--- src/rtl/pirq_pkg.sv ---
`timescale 1ns/1ps
package pirq_pkg;
  typedef enum logic [2:0] {
    SRC_NONE = 3'd0,
    SRC_TRAP = 3'd1,
    SRC_M2   = 3'd2,
    SRC_M1   = 3'd3,
    SRC_M0   = 3'd4,
    SRC_GEN  = 3'd5
  } pirq_src_e;

  localparam int NSRC = 5;

  localparam logic [7:0] VEC_TRAP = 8'h24;
  localparam logic [7:0] VEC_M2   = 8'h3C;
  localparam logic [7:0] VEC_M1   = 8'h34;
  localparam logic [7:0] VEC_M0   = 8'h2C;
  localparam logic [7:0] VEC_NONE = 8'h00;

  // mask-write byte fields
  localparam int MW_MSE = 3;
  localparam int MW_CLR = 4;
  localparam int MW_SOE = 6;
  localparam int MW_SOD = 7;

  // rank 0 is the highest priority
  function automatic pirq_src_e f_rank(input int i);
    case (i)
      0:       return SRC_TRAP;
      1:       return SRC_M2;
      2:       return SRC_M1;
      3:       return SRC_M0;
      default: return SRC_GEN;
    endcase
  endfunction

  function automatic logic [7:0] f_vector(input pirq_src_e s);
    case (s)
      SRC_TRAP: return VEC_TRAP;
      SRC_M2:   return VEC_M2;
      SRC_M1:   return VEC_M1;
      SRC_M0:   return VEC_M0;
      default:  return VEC_NONE;
    endcase
  endfunction

  function automatic logic [7:0] f_status(input logic sin, input logic [2:0] pend,
                                          input logic ie, input logic [2:0] msk);
    return {sin, pend, ie, msk};
  endfunction
endpackage

--- src/rtl/pirq_capture.sv ---
`timescale 1ns/1ps
module pirq_capture (
  input  logic clk,
  input  logic rst_n,
  input  logic trap_in,
  input  logic m2_in,
  input  logic m1_in,
  input  logic m0_in,
  input  logic gen_in,
  input  logic sin_in,
  input  logic m2_clr,
  output logic trap_q,
  output logic m2_pend,
  output logic m1_q,
  output logic m0_q,
  output logic gen_q,
  output logic sin_q
);
  logic m2_q, m2_d;
  logic m2_rise;

  assign m2_rise = m2_q & ~m2_d;

  always_ff @(posedge clk or negedge rst_n) begin
    if (!rst_n) begin
      {trap_q, m2_q, m1_q, m0_q, gen_q, sin_q} <= '0;
      m2_d <= 1'b0;
    end else begin
      {trap_q, m2_q, m1_q, m0_q, gen_q, sin_q} <= {trap_in, m2_in, m1_in, m0_in, gen_in, sin_in};
      m2_d <= m2_q;
    end
  end

  // a new edge takes precedence over a clear in the same cycle
  always_ff @(posedge clk or negedge rst_n) begin
    if (!rst_n)       m2_pend <= 1'b0;
    else if (m2_rise) m2_pend <= 1'b1;
    else if (m2_clr)  m2_pend <= 1'b0;
  end

  a_r7_rise_sets_pending: assert property (@(posedge clk) disable iff (!rst_n)
    m2_rise |=> m2_pend);
  a_r8_clear_drops_pending: assert property (@(posedge clk) disable iff (!rst_n)
    (m2_clr && !m2_rise) |=> !m2_pend);
endmodule

--- src/rtl/pirq_arbiter.sv ---
`timescale 1ns/1ps
module pirq_arbiter
  import pirq_pkg::*;
(
  input  logic       trap,
  input  logic       m2_pend,
  input  logic       m1_lvl,
  input  logic       m0_lvl,
  input  logic       gen_lvl,
  input  logic       ie,
  input  logic [2:0] mask,
  output pirq_src_e  grant,
  output logic       req,
  output logic [7:0] vec,
  output logic       ext
);
  logic [NSRC-1:0] elig;

  assign elig = {ie & gen_lvl,
                 ie & m0_lvl  & ~mask[0],
                 ie & m1_lvl  & ~mask[1],
                 ie & m2_pend & ~mask[2],
                 trap};

  always_comb begin
    grant = SRC_NONE;
    for (int i = NSRC - 1; i >= 0; i--) begin
      if (elig[i]) grant = f_rank(i);
    end
  end

  assign req = |elig;
  assign vec = f_vector(grant);
  assign ext = (grant == SRC_GEN);
endmodule

--- src/rtl/pirq_ctl.sv ---
`timescale 1ns/1ps
module pirq_ctl
  import pirq_pkg::*;
#(
  parameter int OP_CYCLES = 4
) (
  input  logic       clk,
  input  logic       rst_n,
  input  logic       en_stb,
  input  logic       dis_stb,
  input  logic       ack_stb,
  input  logic       mw_stb,
  input  logic [7:0] mw_data,
  input  logic       sr_stb,
  input  logic       sin_q,
  input  logic [2:0] pend,
  output logic       ie_q,
  output logic [2:0] mask_q,
  output logic       sod_q,
  output logic       m2_swclr,
  output logic [7:0] sr_data,
  output logic       busy
);
  localparam int CW = (OP_CYCLES > 2) ? $clog2(OP_CYCLES) : 1;
  localparam logic [CW-1:0] LAST = CW'(OP_CYCLES - 1);

  logic [CW-1:0] cnt;
  logic          op_wr;
  logic [7:0]    op_byte;
  logic          start, commit, commit_wr, commit_rd;
  logic          unused_bit5;

  assign unused_bit5 = op_byte[5];
  assign busy      = (cnt != '0);
  assign start     = !busy && (mw_stb || sr_stb);
  assign commit    = busy && (cnt == LAST);
  assign commit_wr = commit && op_wr;
  assign commit_rd = commit && !op_wr;
  assign m2_swclr  = commit_wr && op_byte[MW_CLR];

  always_ff @(posedge clk or negedge rst_n) begin
    if (!rst_n) begin
      cnt     <= '0;
      op_wr   <= 1'b0;
      op_byte <= '0;
    end else if (start) begin
      cnt     <= CW'(1);
      op_wr   <= mw_stb;
      op_byte <= mw_data;
    end else if (commit) begin
      cnt <= '0;
    end else if (busy) begin
      cnt <= cnt + CW'(1);
    end
  end

  always_ff @(posedge clk or negedge rst_n) begin
    if (!rst_n) begin
      mask_q  <= 3'b111;
      sod_q   <= 1'b0;
      sr_data <= '0;
    end else begin
      if (commit_wr && op_byte[MW_MSE]) mask_q <= op_byte[2:0];
      if (commit_wr && op_byte[MW_SOE]) sod_q  <= op_byte[MW_SOD];
      if (commit_rd) sr_data <= f_status(sin_q, pend, ie_q, mask_q);
    end
  end

  always_ff @(posedge clk or negedge rst_n) begin
    if (!rst_n)                  ie_q <= 1'b0;
    else if (dis_stb || ack_stb) ie_q <= 1'b0;
    else if (en_stb)             ie_q <= 1'b1;
  end

  a_r3_disable_wins: assert property (@(posedge clk) disable iff (!rst_n)
    dis_stb |=> !ie_q);
  a_r12_ack_clears_enable: assert property (@(posedge clk) disable iff (!rst_n)
    ack_stb |=> !ie_q);
  a_r11_masks_move_on_commit_only: assert property (@(posedge clk) disable iff (!rst_n)
    !commit_wr |=> $stable(mask_q));
  a_r11_busy_blocks_start: assert property (@(posedge clk) disable iff (!rst_n)
    (busy && !commit) |=> busy);
endmodule

--- src/rtl/pirq_unit.sv ---
`timescale 1ns/1ps
module pirq_unit
  import pirq_pkg::*;
#(
  parameter int OP_CYCLES = 4
) (
  input  logic       clk,
  input  logic       rst_n,
  input  logic       trap_in,
  input  logic       mk_edge_in,
  input  logic       mk_hi_in,
  input  logic       mk_lo_in,
  input  logic       gen_in,
  input  logic       ser_in,
  input  logic       en_stb,
  input  logic       dis_stb,
  input  logic       mw_stb,
  input  logic [7:0] mw_data,
  input  logic       sr_stb,
  input  logic       ack_stb,
  output logic [7:0] sr_data,
  output logic       op_busy,
  output logic       ser_out,
  output logic       irq_req,
  output logic [7:0] irq_vec,
  output logic       irq_ext
);
  logic       trap_q, m2_pend, m1_q, m0_q, gen_q, sin_q;
  logic       ie_q, m2_swclr, m2_clr;
  logic [2:0] mask_q;
  pirq_src_e  grant;

  assign m2_clr = m2_swclr || (ack_stb && grant == SRC_M2);

  pirq_capture u_cap (
    .clk(clk), .rst_n(rst_n),
    .trap_in(trap_in), .m2_in(mk_edge_in), .m1_in(mk_hi_in), .m0_in(mk_lo_in),
    .gen_in(gen_in), .sin_in(ser_in), .m2_clr(m2_clr),
    .trap_q(trap_q), .m2_pend(m2_pend), .m1_q(m1_q), .m0_q(m0_q),
    .gen_q(gen_q), .sin_q(sin_q)
  );

  pirq_ctl #(.OP_CYCLES(OP_CYCLES)) u_ctl (
    .clk(clk), .rst_n(rst_n),
    .en_stb(en_stb), .dis_stb(dis_stb), .ack_stb(ack_stb),
    .mw_stb(mw_stb), .mw_data(mw_data), .sr_stb(sr_stb),
    .sin_q(sin_q), .pend({m2_pend, m1_q, m0_q}),
    .ie_q(ie_q), .mask_q(mask_q), .sod_q(ser_out), .m2_swclr(m2_swclr),
    .sr_data(sr_data), .busy(op_busy)
  );

  pirq_arbiter u_arb (
    .trap(trap_q), .m2_pend(m2_pend), .m1_lvl(m1_q), .m0_lvl(m0_q), .gen_lvl(gen_q),
    .ie(ie_q), .mask(mask_q),
    .grant(grant), .req(irq_req), .vec(irq_vec), .ext(irq_ext)
  );

  logic past_ok;
  always_ff @(posedge clk or negedge rst_n) begin
    if (!rst_n) past_ok <= 1'b0;
    else        past_ok <= 1'b1;
  end

  a_r1_trap_unconditional: assert property (@(posedge clk) disable iff (!rst_n)
    (past_ok && $past(trap_in)) |-> (irq_req && irq_vec == VEC_TRAP && !irq_ext));
endmodule

--- config.mk ---
export PLATFORM = sky130hd
export DESIGN_NAME = pirq_unit
export DESIGN_NICKNAME = d
export VERILOG_FILES = /design/src/rtl/pirq_pkg.sv /design/src/rtl/pirq_capture.sv /design/src/rtl/pirq_arbiter.sv /design/src/rtl/pirq_ctl.sv /design/src/rtl/pirq_unit.sv
export SDC_FILE = /design/constraint.sdc
export NUM_CORES = 1
export LEC_CHECK = 0
export CORE_AREA = 5 5 59 74
export DETAILED_ROUTE_END_ITERATION = 10
export DIE_AREA = 0 0 64 79
export PLACE_DENSITY = 0.67
export REMOVE_ABC_BUFFERS = 1
export SYNTH_ARGS = -nofsm -noshare
export SYNTH_HDL_FRONTEND = slang
export SYNTH_HIERARCHICAL = 1
export SYNTH_SLANG_ARGS = --single-unit
--- constraint.sdc ---
create_clock -name clk -period 2 [get_ports clk]
set_input_delay 0.2 -clock clk [delete_from_list [all_inputs] [get_ports clk]]
set_output_delay 0.2 -clock clk [all_outputs]
set_load 0.01 [all_outputs]
==> results.yml, run 1 <==
outcome:
  outcome: "complete, no violations"
placed_design:
  pre_cts_ws_ns: 0.265
  hpwlAfterDp_mm: 2.00
  gp_congestion: 0.804
  io_buffers: 35
sta:
  max_freq_mhz: 540
  rsz0062_at_grt: "no"
  fin_crit_sh: 0.926
  worst_slack_ns: 0.148
  skew_ns: 0.00397
  hold_viol: 0
  slew_violations: 0
  fin_setup_tns_ns: 0
  setup_viol: 0
  finalWorstPathRequiredPeriod_ns: 1.85
grt:
  antenna_found_initial: 0
  grt_pass1_wl_mm: 4.43
  grt_max_degree: 32
  gr-usage-all-layers: 0.116
  grt.overflow.total: 0
  grt_pass1_vias: 962
cells_and_area:
  layout_common_cells: "clkdlybuf4s50_1 (31), dfrtp_1 (28), mux2_2 (17)"
  layout_commonest_cell: "clkdlybuf4s50_1"
  area_growth_pct: 34.7
  drive_gt1_frac: 0.287
  n_antenna_cell: 0
  fillers: 342
  nNetsFinal: 165
pwr:
  vdd_drop_max_mv: 0.740
  power_density_nw_per_um2: 1370
  leakage_nw: 0.851
setup_path:
  cp-end-kind: "output port"
  reg2reg_to: "u_cap/m2_pend$_DFFE_PN0P_"
  reg2reg_slack_ns: 0.40
  r2r-start: "u_ctl/mask_q[1]$_DFFE_PN1P_"
  crit_fanout: 4
  critPathArrivalTime_ns: 1.65
  path_class: "register to output port"
  reg2reg_depth: 6
  critPathLaunchType: "register"
  cp.required_ns: 1.80
floorplan:
  start_util: 0.375
  die_w_um: 64
  ioPinCount: 41
  die_h_um: 79
  dieArea_sq_um: 5060
  core_sq_um: 3660
  rows: 25
clock_network:
  h-tree-depth: 2
  post_cts_buffers: 0
  numClockSinks: 31
  cts_tree: "yes"
  clockRootBuffer: "clkbuf_8"
  clk_path_buf_depth: 2
  path_clk_slew_ns: 0.06
  cts.repair.resized: 1
  cts_hold_buf: 0
  numCtsBuffers: 5
  clkLatencyLatePin_ns: 0.28
yosys:
  avgSynthCellArea_sq_um: 13.6
  synthCells: 101
  synth_top_family_by_area: "multiplexers"
  postSynthRegisterBits: 31
  synth.distinct_cells: 30
  ys_warn_count: 6
  syn_area_sq_um: 1370
  synth-simple-area-share: 0.131
  yosys.area_share.adder: 0.0182
  ys_async_sr_fraction: 1.00
  synth_seq_area_share: 0.568
  synthXorXnorAreaFrac: 0
  synthMuxAreaShare: 0.170
  synth-main-ff-cell: "dfrtp_1"
  synth-edff-count: 0
  synth-compound-area-share: 0.0575
detailed_routing:
  wire_per_inst_um: 14.1
  drt-pass1-iter-count: 4
  drt-total-wl_mm: 2.58
  drc: 0
  vias_per_cell: 4.84
  ant_nets: 0
  vias: 885
  drtIter0Drc: 42
min_path:
  min_path_type: "input port to async pin"
flow_run:
  cap_violations: 0
-- worst max-delay path, cell delays in order, from the launching register on --
cell	delay, ns
dfstp_2	0.54
nand2b_4	0.14
and2_4	0.16
a21oi_1	0.06
clkdlybuf4s50_1	0.48
-- metrics by stage --
stage	instance area [sq um]	power [W]	hold slack [ns]	util	std cells
6_report	1850	0.00253	0.305	0.505	183
5_1_grt	1850	0.00271	0.348	0.505	183
4_1_cts	1840	0.00257	0.319	0.503	183
3_5_place_dp	1750	0.00207	0.363	0.478	175
3_3_place_gp	1750	0.00201	0.364	0.478	175
2_1_floorplan	1330	0.00165	-0.0956	-	98
-- power by group --
group          internal [W]  total, W  leakage [nW]  switching (W)
Combinational      0.000606  0.000991         0.441       0.000385
Clock              0.000277  0.000487        0.0482       0.000210
Sequential         0.000895   0.00105         0.361       0.000155
Total               0.00178   0.00253         0.851       0.000750
-- how the worst max path moves through the flow --
stage	endpoint	startpoint	cells after the start	slack (ns)
after floorplan	u_ctl/sr_data[0]$_DFFE_PN0P_	u_ctl/cnt[0]$_DFFE_PN0P_	3	0.45
after global placement	irq_ext	u_ctl/mask_q[1]$_DFFE_PN1P_	4	0.29
after detailed placement	irq_ext	u_ctl/mask_q[1]$_DFFE_PN1P_	4	0.26
after CTS	irq_vec[2]	u_ctl/mask_q[1]$_DFFE_PN1P_	4	0.05
after global routing	irq_req	u_ctl/mask_q[2]$_DFFE_PN1P_	4	0.08
final	irq_req	u_ctl/mask_q[1]$_DFFE_PN1P_	4	0.15
-- flip-flops by register name, summed over array words and instances, names as in the netlist, 2 cells and up --
register and count:
u_ctl/cnt 2, u_ctl/mask_q 3, u_ctl/op_byte 7, u_ctl/sr_data 8
-- Yosys cell counts (2+ instances only) --
library cell  number  area share
a21oi_1            3       0.011
dfrtp_1           28        0.51
nor2_1             7       0.019
nand2b_4           3       0.030
nand2_1            3      0.0082
inv_1              6       0.016
nor3_1             3       0.011
ha_1               2       0.018
mux2_4             2       0.022
nand3_1            2      0.0073
mux2_2            17        0.14
dfstp_2            3       0.057
buf_4              5       0.027
-- cell families (layout without fill, tap and decap cells) --
group	count (synthesis)	after routing
flip-flops	31	31
adder cells (fa/ha/maj)	2	2
AO/OA/AOI/OAI	9	9
other	1	4
AND/OR/NAND/NOR	26	26
buffers and inverters	12	51
multiplexers	20	20
-- area by class of cell --
| cell class | instances | area (sq um) | area share |
|---|---|---|---|
| flip-flops and latches | 31 | 779 | 0.422 |
| well taps | 40 | 50.0 | 0.0271 |
| repair buffers | 37 | 372 | 0.201 |
| multi-input cells | 61 | 532 | 0.288 |
| inverters | 6 | 22.5 | 0.0122 |
| clock buffers | 7 | 86.3 | 0.0467 |
| clock inverters | 1 | 5.00 | 0.00271 |
-- per-layer routing --
| layer | share of wire | global-route usage | up-vias |
|---|---|---|---|
| met2 | 0.53 | 0.194 | 36 |
| li1 | - | - | 416 |
| met5 | 0 | 0 | - |
| met1 | 0.36 | 0.117 | 426 |
| met3 | 0.083 | 0.0509 | 7 |
| met4 | 0.021 | 0.0665 | 0 |
No activity file was read; power rests on OpenSTA's default activity.
==> inputs of run 2 (changes only) <==
- CAP_MARGIN: default -> 15
- clock period: 2 -> 1.85 ns (I/O delays scaled with it)
==> run 2 against run 1 <==
Hold slack worse by 0.018 ns. Cell count is the same. Setup slack got worse by 0.11 ns.
==> results.yml, run 2 (synthesis results as in run 1) <==
outcome:
  outcome: "complete, no violations"
detailed_routing:
  ant_nets: 0
  drt-pass1-iter-count: 6
  drtIter0Drc: 43
  drc: 0
  vias: 911
  drt-total-wl_mm: 2.54
  wire_per_inst_um: 13.9
  vias_per_cell: 4.98
cells_and_area:
  largest_register_ffs: 8
  drive_gt1_frac: 0.294
  nNetsFinal: 165
  layout_common_cells: "clkdlybuf4s50_1 (30), dfrtp_1 (28), mux2_2 (17)"
  largestRegisters: "u_ctl/sr_data (8), u_ctl/op_byte (7), u_ctl/mask_q (3)"
  layout_commonest_cell: "clkdlybuf4s50_1"
  area_growth_pct: 34.9
  n_antenna_cell: 0
  top_register: "u_ctl/sr_data"
flow_run:
  cap_violations: 0
floorplan:
  die_w_um: 64
  core_sq_um: 3660
  rows: 25
  die_h_um: 79
  start_util: 0.375
  ioPinCount: 41
  dieArea_sq_um: 5060
clock_network:
  numCtsBuffers: 5
  clk_path_buf_depth: 2
  cts_tree: "yes"
  numClockSinks: 31
  cts.repair.resized: 4
  post_cts_buffers: 0
  path_clk_slew_ns: 0.06
  clockRootBuffer: "clkbuf_8"
  clkLatencyLatePin_ns: 0.28
  h-tree-depth: 2
  cts_hold_buf: 0
sta:
  max_freq_mhz: 554
  slew_violations: 0
  hold_viol: 0
  fin_crit_sh: 0.977
  finalWorstPathRequiredPeriod_ns: 1.81
  rsz0062_at_grt: "no"
  fin_setup_tns_ns: 0
  setup_viol: 0
  skew_ns: 0.00234
  worst_slack_ns: 0.0434
pwr:
  vdd_drop_max_mv: 0.827
  power_density_nw_per_um2: 1500
  leakage_nw: 0.832
setup_path:
  cp.required_ns: 1.66
  path_class: "register to output port"
  critPathLaunchType: "register"
  critPathArrivalTime_ns: 1.62
  crit_fanout: 4
  cp-end-kind: "output port"
placed_design:
  pre_cts_ws_ns: 0.134
  hpwlAfterDp_mm: 1.92
  gp_congestion: 0.788
  io_buffers: 35
grt:
  antenna_found_initial: 0
  grt_max_degree: 32
  grt_pass1_wl_mm: 4.28
  grt.overflow.total: 0
  grt_pass1_vias: 945
  gr-usage-all-layers: 0.109
min_path:
  min_path_type: "input port to async pin"
==> run 2: power by group <==
| group | internal [W] | switching [W] |
|---|---|---|
| logic | 0.000654 | 0.000417 |
| registers | 0.000967 | 0.000169 |
| clock network | 0.000339 | 0.000226 |
| total | 0.00196 | 0.000812 |
==> run 2: area by class of cell <==
class                      instances  area (sq um)
clock buffer                       8           100
fill                             326          1810
inverter                           6          22.5
multi-input combinational         61           534
sequential                        31           779
tap                               40          50.0
timing repair buffer              37           363
==> run 2: worst max-delay path: stages (launching register included) <==
cell and delay (ns):
dfstp_2 0.53, nand2b_4 0.14, and2_4 0.16, nor2_1 0.04, clkdlybuf4s50_1 0.47
==> run 2: worst paths after layout <==
| kind | end | cells after the start | from | slack (ns) |
|---|---|---|---|---|
| max in group asynchronous | u_ctl/mask_q[1]$_DFFE_PN1P_ | 2 | rst_n | 1.24 |
| max | irq_vec[4] | 4 | u_ctl/mask_q[1]$_DFFE_PN1P_ | 0.04 |
| max reg2reg | u_cap/m2_pend$_DFFE_PN0P_ | 6 | u_ctl/mask_q[1]$_DFFE_PN1P_ | 0.28 |
| min | u_ctl/op_byte[7]$_DFFE_PN0P_ | 2 | rst_n | 0.29 |
| min reg2reg | u_cap/m2_d$_DFF_PN0_ | 0 | u_cap/m2_q$_DFF_PN0_ | 0.38 |
| min in group clk | u_cap/m0_q$_DFF_PN0_ | 1 | mk_lo_in | 0.35 |
==> run 2: metrics by stage <==
step / instances / area (sq um) / hold WS (ns) / power, W / utilization
final: 183 / 1850 / 0.287 / 0.00277 / 0.505
after global routing: 183 / 1850 / 0.331 / 0.00296 / 0.505
after CTS: 183 / 1840 / 0.301 / 0.00281 / 0.504
after detailed placement: 175 / 1750 / 0.369 / 0.00224 / 0.478
after global placement: 175 / 1750 / 0.364 / 0.00218 / 0.478
after floorplan: 98 / 1330 / -0.111 / 0.00178 / -
==> run 2: routing by layer <==
metal  vias up  track usage  share of wire
met5         -            0              0
met4         0       0.0811          0.041
met3        12       0.0325          0.075
met2        38        0.182           0.52
met1       442        0.114           0.37
li1        419            -              -
